==> src/rtl/mla_pkg.sv <==
package mla_pkg;
   typedef enum logic [1:0] {
      SZ_BYTE  = 2'd0,
      SZ_HALF  = 2'd1,
      SZ_WORD  = 2'd2,
      SZ_DWORD = 2'd3
   } acc_size_e;
endpackage

==> src/rtl/mla_ea_gen.sv <==
module mla_ea_gen #(
   parameter int XLEN  = 32,
   parameter int IMM_W = 13
) (
   input  logic [XLEN-1:0]  base_i,
   input  logic [XLEN-1:0]  index_i,
   input  logic             use_imm_i,
   input  logic [IMM_W-1:0] imm_i,
   output logic [XLEN-1:0]  ea_o
);
   localparam int EXT_W = XLEN - IMM_W;

   if (IMM_W < 2 || IMM_W >= XLEN) begin : g_bad_imm
      $error("mla_ea_gen: IMM_W must lie in [2, XLEN)");
   end

   logic [XLEN-1:0] imm_ext;
   logic [XLEN-1:0] offset;

   assign imm_ext = {{EXT_W{imm_i[IMM_W-1]}}, imm_i};
   assign offset  = use_imm_i ? imm_ext : index_i;
   assign ea_o    = base_i + offset;
endmodule

==> src/rtl/mla_align_chk.sv <==
module mla_align_chk
   import mla_pkg::*;
#(
   parameter int OFF_W = 2
) (
   input  logic [1:0]     size_i,
   input  logic [OFF_W:0] addr_lo_i,
   input  logic           reg_lsb_i,
   output logic           bad_o
);
   if (OFF_W < 2) begin : g_bad_off
      $error("mla_align_chk: OFF_W must be at least 2");
   end

   always_comb begin
      case (size_i)
         SZ_BYTE:  bad_o = 1'b0;
         SZ_HALF:  bad_o = addr_lo_i[0];
         SZ_WORD:  bad_o = |addr_lo_i[OFF_W-1:0];
         default:  bad_o = (|addr_lo_i) | reg_lsb_i;
      endcase
   end
endmodule

==> src/rtl/mla_store_lanes.sv <==
module mla_store_lanes
   import mla_pkg::*;
#(
   parameter int XLEN = 32
) (
   input  logic [1:0]              size_i,
   input  logic [$clog2(XLEN/8)-1:0] off_i,
   input  logic [XLEN-1:0]         data_i,
   output logic [XLEN-1:0]         wdata_o,
   output logic [XLEN/8-1:0]       be_o
);
   localparam int LANES = XLEN / 8;
   localparam int OFF_W = $clog2(LANES);
   localparam int CNT_W = OFF_W + 1;

   if (XLEN % 16 != 0 || LANES != (1 << OFF_W)) begin : g_bad_xlen
      $error("mla_store_lanes: XLEN must be a power-of-two count of bytes");
   end

   logic [CNT_W-1:0] nbytes;
   logic [CNT_W-1:0] first;
   logic [CNT_W-1:0] last_ex;

   always_comb begin
      case (size_i)
         SZ_BYTE: begin
            nbytes  = CNT_W'(1);
            wdata_o = {LANES{data_i[7:0]}};
         end
         SZ_HALF: begin
            nbytes  = CNT_W'(2);
            wdata_o = {(LANES/2){data_i[15:0]}};
         end
         default: begin
            nbytes  = CNT_W'(LANES);
            wdata_o = data_i;
         end
      endcase
   end

   assign first   = {1'b0, off_i};
   assign last_ex = first + nbytes;

   // lane position p counts from the most significant byte (big-endian)
   for (genvar p = 0; p < LANES; p++) begin : g_lane
      assign be_o[LANES-1-p] = (first <= CNT_W'(p)) && (CNT_W'(p) < last_ex);
   end
endmodule

==> src/rtl/mla_load_extract.sv <==
module mla_load_extract
   import mla_pkg::*;
#(
   parameter int XLEN = 32
) (
   input  logic [1:0]                size_i,
   input  logic [$clog2(XLEN/8)-1:0] off_i,
   input  logic                      signed_i,
   input  logic [XLEN-1:0]           rdata_i,
   output logic [XLEN-1:0]           value_o
);
   localparam int OFF_W = $clog2(XLEN/8);

   logic [XLEN-1:0] shifted;
   logic [7:0]      byte_v;
   logic [15:0]     half_v;
   logic            fill_b;
   logic            fill_h;

   assign shifted = rdata_i << {off_i, 3'b000};
   assign byte_v  = shifted[XLEN-1 -: 8];
   assign half_v  = shifted[XLEN-1 -: 16];
   assign fill_b  = signed_i & byte_v[7];
   assign fill_h  = signed_i & half_v[15];

   always_comb begin
      case (size_i)
         SZ_BYTE: value_o = {{(XLEN-8){fill_b}}, byte_v};
         SZ_HALF: value_o = {{(XLEN-16){fill_h}}, half_v};
         default: value_o = rdata_i;
      endcase
   end

   if (OFF_W + 3 > XLEN) begin : g_bad_shift
      $error("mla_load_extract: shift width exceeds XLEN");
   end
endmodule

==> src/rtl/mem_lane_aligner.sv <==
module mem_lane_aligner
   import mla_pkg::*;
#(
   parameter int XLEN   = 32,
   parameter int IMM_W  = 13,
   parameter int REG_AW = 5
) (
   input  logic              clk,
   input  logic              rst_n,
   input  logic              req_valid,
   output logic              req_ready,
   input  logic              req_store,
   input  logic [1:0]        req_size,
   input  logic              req_signed,
   input  logic [REG_AW-1:0] req_reg,
   input  logic [XLEN-1:0]   rs1_val,
   input  logic [XLEN-1:0]   rs2_val,
   input  logic              imm_sel,
   input  logic [IMM_W-1:0]  simm13,
   input  logic [XLEN-1:0]   st_data,
   input  logic [XLEN-1:0]   st_data_odd,
   output logic              mem_req,
   output logic              mem_we,
   output logic [XLEN-1:0]   mem_addr,
   output logic [XLEN/8-1:0] mem_be,
   output logic [XLEN-1:0]   mem_wdata,
   input  logic [XLEN-1:0]   mem_rdata,
   output logic              rf_we,
   output logic [REG_AW-1:0] rf_waddr,
   output logic [XLEN-1:0]   rf_wdata,
   output logic              fault
);
   localparam int LANES = XLEN / 8;
   localparam int OFF_W = $clog2(LANES);

   if (REG_AW < 1) begin : g_bad_reg
      $error("mem_lane_aligner: REG_AW must be positive");
   end

   // ---------------- address and alignment ----------------
   logic [XLEN-1:0] ea;
   logic            misal;

   mla_ea_gen #(.XLEN(XLEN), .IMM_W(IMM_W)) u_ea (
      .base_i   (rs1_val),
      .index_i  (rs2_val),
      .use_imm_i(imm_sel),
      .imm_i    (simm13),
      .ea_o     (ea)
   );

   mla_align_chk #(.OFF_W(OFF_W)) u_chk (
      .size_i   (req_size),
      .addr_lo_i(ea[OFF_W:0]),
      .reg_lsb_i(req_reg[0]),
      .bad_o    (misal)
   );

   // ---------------- second-beat state ----------------
   logic              busy_q;
   logic              b1_store_q;
   logic [XLEN-1:0]   b1_addr_q;
   logic [XLEN-1:0]   b1_data_q;
   logic [REG_AW-1:0] b1_reg_q;

   logic take;
   logic go;
   logic is_pair;

   assign req_ready = !busy_q;
   assign take      = req_valid && !busy_q;
   assign go        = take && !misal;
   assign is_pair   = (req_size == SZ_DWORD);

   // ---------------- current beat select ----------------
   logic [XLEN-1:0]   cur_addr;
   logic [XLEN-1:0]   cur_data;
   logic [1:0]        cur_size;
   logic              cur_store;
   logic              cur_signed;
   logic [REG_AW-1:0] cur_reg;

   always_comb begin
      if (busy_q) begin
         cur_addr   = b1_addr_q;
         cur_data   = b1_data_q;
         cur_size   = SZ_WORD;
         cur_store  = b1_store_q;
         cur_signed = 1'b0;
         cur_reg    = b1_reg_q;
      end else begin
         cur_addr   = ea;
         cur_data   = st_data;
         cur_size   = is_pair ? SZ_WORD : req_size;
         cur_store  = req_store;
         cur_signed = req_signed;
         cur_reg    = req_reg;
      end
   end

   assign mem_req  = busy_q | go;
   assign mem_we   = cur_store;
   assign mem_addr = {cur_addr[XLEN-1:OFF_W], {OFF_W{1'b0}}};

   mla_store_lanes #(.XLEN(XLEN)) u_st (
      .size_i (cur_size),
      .off_i  (cur_addr[OFF_W-1:0]),
      .data_i (cur_data),
      .wdata_o(mem_wdata),
      .be_o   (mem_be)
   );

   logic [XLEN-1:0] ld_val;

   mla_load_extract #(.XLEN(XLEN)) u_ld (
      .size_i  (cur_size),
      .off_i   (cur_addr[OFF_W-1:0]),
      .signed_i(cur_signed),
      .rdata_i (mem_rdata),
      .value_o (ld_val)
   );

   // ---------------- registers ----------------
   always_ff @(posedge clk or negedge rst_n) begin
      if (!rst_n) begin
         busy_q     <= 1'b0;
         b1_store_q <= 1'b0;
         b1_addr_q  <= '0;
         b1_data_q  <= '0;
         b1_reg_q   <= '0;
         rf_we      <= 1'b0;
         rf_waddr   <= '0;
         rf_wdata   <= '0;
         fault      <= 1'b0;
      end else begin
         fault    <= take && misal;
         rf_we    <= mem_req && !cur_store;
         rf_waddr <= cur_reg;
         rf_wdata <= ld_val;
         if (busy_q) begin
            busy_q <= 1'b0;
         end else if (go && is_pair) begin
            busy_q     <= 1'b1;
            b1_addr_q  <= ea + XLEN'(LANES);
            b1_data_q  <= st_data_odd;
            b1_store_q <= req_store;
            b1_reg_q   <= {req_reg[REG_AW-1:1], 1'b1};
         end
      end
   end

   // ---------------- assertions ----------------

   fault_no_wb_chk: assert property (@(posedge clk) disable iff (!rst_n)
      fault |-> !rf_we);

   fault_src_chk: assert property (@(posedge clk) disable iff (!rst_n)
      fault |-> $past(req_valid && req_ready && !mem_req));

   pair_one_beat_chk: assert property (@(posedge clk) disable iff (!rst_n)
      !req_ready |=> req_ready);

   pair_addr_step_chk: assert property (@(posedge clk) disable iff (!rst_n)
      $fell(req_ready) |-> mem_addr == $past(mem_addr) + XLEN'(LANES));

   pair_odd_reg_chk: assert property (@(posedge clk) disable iff (!rst_n)
      (rf_we && $past(!req_ready)) |-> rf_waddr[0]);

   wb_after_read_chk: assert property (@(posedge clk) disable iff (!rst_n)
      rf_we |-> $past(mem_req && !mem_we));

   byte_lane_chk: assert property (@(posedge clk) disable iff (!rst_n)
      (mem_req && mem_we && req_ready && req_size == SZ_BYTE) |-> $countones(mem_be) == 1);
endmodule

==> config.mk <==
export PLATFORM = sky130hd
export DESIGN_NAME = mem_lane_aligner
export DESIGN_NICKNAME = d
export VERILOG_FILES = /design/src/rtl/mla_pkg.sv /design/src/rtl/mla_ea_gen.sv /design/src/rtl/mla_align_chk.sv /design/src/rtl/mla_store_lanes.sv /design/src/rtl/mla_load_extract.sv /design/src/rtl/mem_lane_aligner.sv
export SDC_FILE = /design/constraint.sdc
export NUM_CORES = 1
export LEC_CHECK = 0
export BUFFER_PORTS_ARGS = -buffer_cell sky130_fd_sc_hd__buf_2
export CORE_ASPECT_RATIO = 1.75
export CORE_MARGIN = 3
export CORE_UTILIZATION = 51
export CTS_CLUSTER_SIZE = 30
export DETAILED_ROUTE_END_ITERATION = 16
export PLACE_DENSITY = 0.89
export SLEW_MARGIN = 10
export SYNTH_ARGS = -nofsm -noshare
export SYNTH_HDL_FRONTEND = slang
export SYNTH_SLANG_ARGS = --single-unit
==> constraint.sdc <==
create_clock -name clk -period 10.1 [get_ports clk]
set_input_delay 3.03 -clock clk [delete_from_list [all_inputs] [get_ports clk]]
set_output_delay 3.03 -clock clk [all_outputs]
set_load 0.1 [all_outputs]
==> flow_summary.json, run 1 <==
{
  "outcome": "completed",
  "period_needed_ns": 9.88,
  "cts_resized": 0,
  "cts_max_level": 3,
  "dr_wl_met2_um": 13900,
  "die_area_um2": 17400,
  "holdWs_ns": 0.469,
  "wl_met3_um": 1780,
  "wl_um": 25700,
  "fmax_ghz": 0.101,
  "crit_type": "input pin to output port",
  "cellLeakagePower_nw": 5.11,
  "slowest_stage": "a221oi_1",
  "ys.flop_type": "dfrtp_1",
  "dp.cells": 1460,
  "syn_area_per_cell_um2": 7.95,
  "min_path_type": "register to register",
  "placed_area_um2": 9810,
  "yosysMostFrequentCell": "nand2_1",
  "drc_errors": 0,
  "cts_setup_buffers": 0,
  "crit_fanout": 21,
  "start_util_pct": 52.2,
  "grt_first_pass_wirelength_um": 39800,
  "stdcell_count": 1476,
  "dr.first_iter.drc_count": 468,
  "ant_nets": 0,
  "synth_commonest_cells": "nand2_1, o21ai_0, dfrtp_1, a21oi_1, nor2_1",
  "yosysTopAreaCell": "dfrtp_1",
  "max-clock-path-buffers": 2,
  "wl_per_cell_um": 17.4,
  "seq_area_frac_synth_pct": 34.1,
  "hold_viol": 0,
  "grt_setup_unrepaired": "false",
  "synth_cell_types": 67,
  "tritoncts": "built",
  "synth_edf_count": 0,
  "fin_crit_sh_pct": 97.8,
  "die_y_um": 172,
  "post-place-ws_ns": 0.296,
  "clkTransAtPathRegs_ns": 0.07,
  "track_usage_pct": 28.5,
  "drtPass1Iterations": 6,
  "num_antenna_cells": 0,
  "worst_slack_ns": 0.223,
  "rows": 60,
  "crit_arrival_ns": 6.85,
  "crit_required_ns": 7.07,
  "final_util_pct": 65.3,
  "tns_ns": 0,
  "grt_pass1_vias": 8421,
  "worstMarginPinSlew_ns": 1.21,
  "placement.io_buffers": 293,
  "die_w_um": 101,
  "ys_async_sr_fraction_pct": 100,
  "yosysTopAreaCellShare_pct": 34.1,
  "routed.top_layer": "met5",
  "io_pins": 296,
  "netlist_area_um2": 8080,
  "root_buffer": "clkbuf_16",
  "fin_area_um2": 10100,
  "total_power_mw": 2.09,
  "cts_sinks": 110,
  "synth.area.top_cells": "dfrtp_1, nand2_1, o21ai_0",
  "vdd_drop_max_uv": 107,
  "yosysWarnings": 0,
  "coreArea_um2": 15500,
  "syn_inst": 1016,
  "grt_max_degree": 92,
  "power_density_nw_per_um2": 207,
  "drive_above_1_share_pct": 29.9,
  "path_cells": "buf_2, mux2_2, ha_1, a211oi_1, o211ai_2, a31oi_2, o311ai_0, a221oi_1, o21ai_0, a21o_1, a21oi_1, xnor2_1, o21ai_1, buf_12",
  "drv_cap": 0,
  "clock_latency_ns": 0.35,
  "syn_to_final_growth_pct": 25.0,
  "cts_hold_buf": 0,
  "gp_congestion": 0.970,
  "dr_total_vias": 8594,
  "setup_viol": 0,
  "ys_ff_latch": 110,
  "dp_hpwl_um": 20400,
  "wl_met1_um": 8950,
  "slew_viol_final": 0,
  "end_kind": "output port",
  "cts_buffers": 9,
  "grt.overflow.total": 0,
  "viasPerCell": 5.82,
  "cpPeakStageDelay_ns": 0.45,
  "nets": 1506,
  "fin_worst_skew_ns": 0.0158,
  "relSlewSlack_pct": 19.0,
  "start_kind": "input pin",
  "antenna_found_initial": 1
}
-- power by group --
part	total (mW)	switching [mW]	internal (mW)
sequential	0.606	0.0564	0.550
clock	0.337	0.160	0.177
combinational	1.15	0.867	0.281
-- final cells by class --
cell class	count	area (um^2)
fill	1383	5370
multi-input combinational	814	4980
sequential	110	2760
timing repair buffer	316	1720
clock buffer	11	243
tap	186	233
inverter	34	128
clock inverter	5	43.8
-- state kept, by name, summed over array words and instances, names as in the netlist --
name / count
b1_addr_q: 32
b1_data_q: 32
b1_reg_q: 5
b1_store_q: 1
busy_q: 1
fault: 1
rf_waddr: 5
rf_wdata: 32
rf_we: 1
-- cells by family after synthesis --
kind of cell	count (synthesis)	share of synthesized area, %
AO/OA/AOI/OAI	289	21.8
XOR/XNOR	46	4.99
adder cells (fa/ha/maj)	35	5.61
buffers and inverters	93	4.46
flip-flops	110	34.1
multiplexers	57	7.56
other	1	0.0464
AND/OR/NAND/NOR	385	21.4
-- layout by cell type (no fill, tap or decap), types with 27 or more instances in the layout --
| cell | synthesis | final |
|---|---|---|
| mux2_2 | 32 | 32 |
| o21ai_0 | 115 | 98 |
| o21ai_1 | 11 | 27 |
| a21o_1 | 27 | 27 |
| inv_1 | 34 | 33 |
| buf_2 | 3 | 287 |
| nor2_1 | 53 | 53 |
| nand2_1 | 242 | 242 |
| a21oi_1 | 62 | 62 |
| dfrtp_1 | 110 | 109 |
| ha_1 | 33 | 33 |
-- metal layers --
layer | global-route usage, % | up-vias
met2 | 53.5 | 419
met1 | 30.4 | 4025
met5 | 0 | -
li1 | - | 4063
met3 | 4.64 | 85
met4 | 13.5 | 2
-- worst paths after layout --
check | slack, ns | start | depth (start not counted) | end
min in group asynchronous | 2.70 | rst_n | 1 | b1_data_q[10]
setup reg to reg | 6.39 | busy_q | 8 | b1_data_q[26]
setup / recovery | 0.22 | imm_sel | 14 | mem_addr[31]
hold / removal | 0.47 | b1_reg_q[0] | 1 | b1_reg_q[0]
max in group asynchronous | 6.17 | rst_n | 2 | b1_addr_q[4]
hold reg to reg | 0.47 | b1_reg_q[0] | 1 | b1_reg_q[0]
-- critical path, delay by kind of cell --
family / cells / cell delay [ns]
AOI/OAI and AO/OA: 9 / 2.39
xor gates and xnor gates: 1 / 0.10
adders and majority gates: 1 / 0.32
buffers and inverters: 2 / 0.55
muxes: 1 / 0.42
No activity file was read; power rests on OpenSTA's default activity.
==> run 2, diff against run 1 <==
- CORE_MARGIN: 3 -> 2
==> run 2 against run 1 <==
Sequential power about the same. Largest power group unchanged. Final cell count down 0.14%. Routed wire length up 1.1%. Fmax up 1.1%. Worst setup slack better by 0.11 ns. Count of clock-buffer cells in the layout down 1. Register-to-register slack better by 0.43 ns.
==> flow_summary.json, run 2 (same netlist as run 1, synthesis figures left out) <==
{
  "dr.first_iter.drc_count": 415,
  "total_power_mw": 2.11,
  "power_density_nw_per_um2": 209,
  "grt_pass1_vias": 8482,
  "fmax_ghz": 0.102,
  "pwr-share-comb_pct": 54.7,
  "drc_errors": 0,
  "grt_first_pass_wirelength_um": 40800,
  "period_needed_ns": 9.77,
  "clock_latency_ns": 0.34,
  "worstMarginPinSlew_ns": 1.24,
  "grt.overflow.total": 0,
  "seqPwrFrac_pct": 28.7,
  "start_util_pct": 52.2,
  "start_kind": "input pin",
  "relSlewSlack_pct": 17.0,
  "drive_above_1_share_pct": 29.9,
  "die_area_um2": 16900,
  "final_cell_mix": "buf_2, nand2_1, dfrtp_1",
  "worst_slack_ns": 0.331,
  "coreArea_um2": 15500,
  "crit_fanout": 15,
  "grt_max_degree": 93,
  "clkTransAtPathRegs_ns": 0.07,
  "die_w_um": 99.1,
  "cpPeakStageDelay_ns": 0.55,
  "setup_viol": 0,
  "dp.cells": 1457,
  "p_int_mw": 1.03,
  "dr_total_vias": 8512,
  "drv_cap": 0,
  "cts_buffers": 9,
  "antenna_found_initial": 2,
  "path_buf_inv": 2,
  "switching_share_pct": 51.2,
  "io_pins": 296,
  "fin_worst_skew_ns": 0.0129,
  "post-place-ws_ns": 0.290,
  "fin_crit_sh_pct": 96.7,
  "outcome": "completed",
  "multiInputGateArea_um2": 4980,
  "crit_required_ns": 7.07,
  "cp_common_cell": "a21oi_1",
  "fillCellCount": 1351,
  "die_y_um": 170,
  "top_regs": "b1_addr_q: 32 flops, b1_data_q: 32 flops, rf_wdata: 32 flops",
  "stdcell_count": 1474,
  "pwr-share-clk_pct": 16.7,
  "hold_viol": 0,
  "ant_nets": 0,
  "syn_to_final_growth_pct": 25.2,
  "tritoncts": "built",
  "drtPass1Iterations": 6,
  "viasPerCell": 5.77,
  "root_buffer": "clkbuf_16",
  "power_switching_mw": 1.08,
  "min_path_type": "register to register",
  "end_kind": "output port",
  "gp_congestion": 0.954,
  "rows": 60,
  "regArea_um2": 2760,
  "wl_per_cell_um": 17.6,
  "cellLeakagePower_nw": 5.11,
  "placement.io_buffers": 293,
  "tns_ns": 0,
  "slew_viol_final": 0,
  "wl_um": 26000,
  "nets": 1503,
  "cts_sinks": 110,
  "crit_arrival_ns": 6.74,
  "slowest_stage": "o41ai_1",
  "dp_hpwl_um": 20400,
  "grt_setup_unrepaired": "false",
  "track_usage_pct": 30.1,
  "cts_max_level": 3,
  "vdd_drop_max_uv": 118,
  "mostFrequentLayoutCell": "buf_2",
  "max-clock-path-buffers": 2,
  "crit_type": "input pin to output port",
  "path_cells": "clkbuf_4, mux2_2, ha_1, fa_1, a21o_1, a311o_1, a21oi_1, a21oi_1, o41ai_1, o21bai_1, a21oi_1, xor2_1, o21ai_2, buf_12",
  "cp_top_family": "compound AO/OA/AOI/OAI gates"
}
run 2: cell count changes in the layout (fill, tap and decap cells not counted), moves of 2 or more:
cell,delta
buf_2,-2
buf_4,-3
clkinv_4,-3
diode_2,+2
inv_6,+2
run 2: path summary, 6_finish.rpt:
kind                              startpoint            to  slack [ns]  depth (start not counted)
worst max-delay path                 imm_sel  mem_addr[30]        0.33                         14
worst min-delay path            b1_addr_q[2]  b1_addr_q[2]        0.47                          1
worst max register to register        busy_q  rf_wdata[24]        6.82                          4
worst min register to register  b1_addr_q[2]  b1_addr_q[2]        0.47                          1
max in group asynchronous              rst_n        busy_q        6.07                          2
min in group asynchronous              rst_n  b1_data_q[7]        2.67                          1
run 2: cell type report:
cell class | count | area share, %
timing repair buffer | 313 | 16.9
inverter | 34 | 1.26
sequential | 110 | 27.3
clock inverter | 5 | 0.644
clock buffer | 10 | 2.27
tap | 186 | 2.30
multi-input combinational | 814 | 49.3
antenna | 2 | 0.0495
run 2: per-layer routing:
layer / up-vias / GRT usage, % / wire length [um]
li1: 4059 / - / -
met4: 0 / 17.0 / 1390
met5: - / 0 / 0
met2: 414 / 55.1 / 13800
met1: 3951 / 32.4 / 9210
met3: 88 / 4.35 / 1540
run 2: power groups by stage:
stage                     logic [mW]  registers, mW  clock network [mW]
after CTS                       1.15          0.605               0.358
after floorplan                0.766          0.743                   0
final                           1.15          0.605               0.352
after global routing            1.22          0.618               0.375
after detailed placement        1.15          0.612                   0
after global placement          1.13          0.606                   0
run 2: timing repair:
item                       in CTS  in global routing
gates resized for setup         0                  2
setup endpoints to repair       0                  1
hold buffers                    0                  0
buffers inserted                0                  0
run 2: through the flow:
stage	utilization (%)	hold slack (ns)	cell area (um^2)
5_1_grt	65.3	0.495	10100
3_5_place_dp	63.4	0.448	9800
4_1_cts	65.3	0.469	10100
6_report	65.4	0.469	10100
3_3_place_gp	63.4	0.446	9800
2_1_floorplan	-	0.428	8080
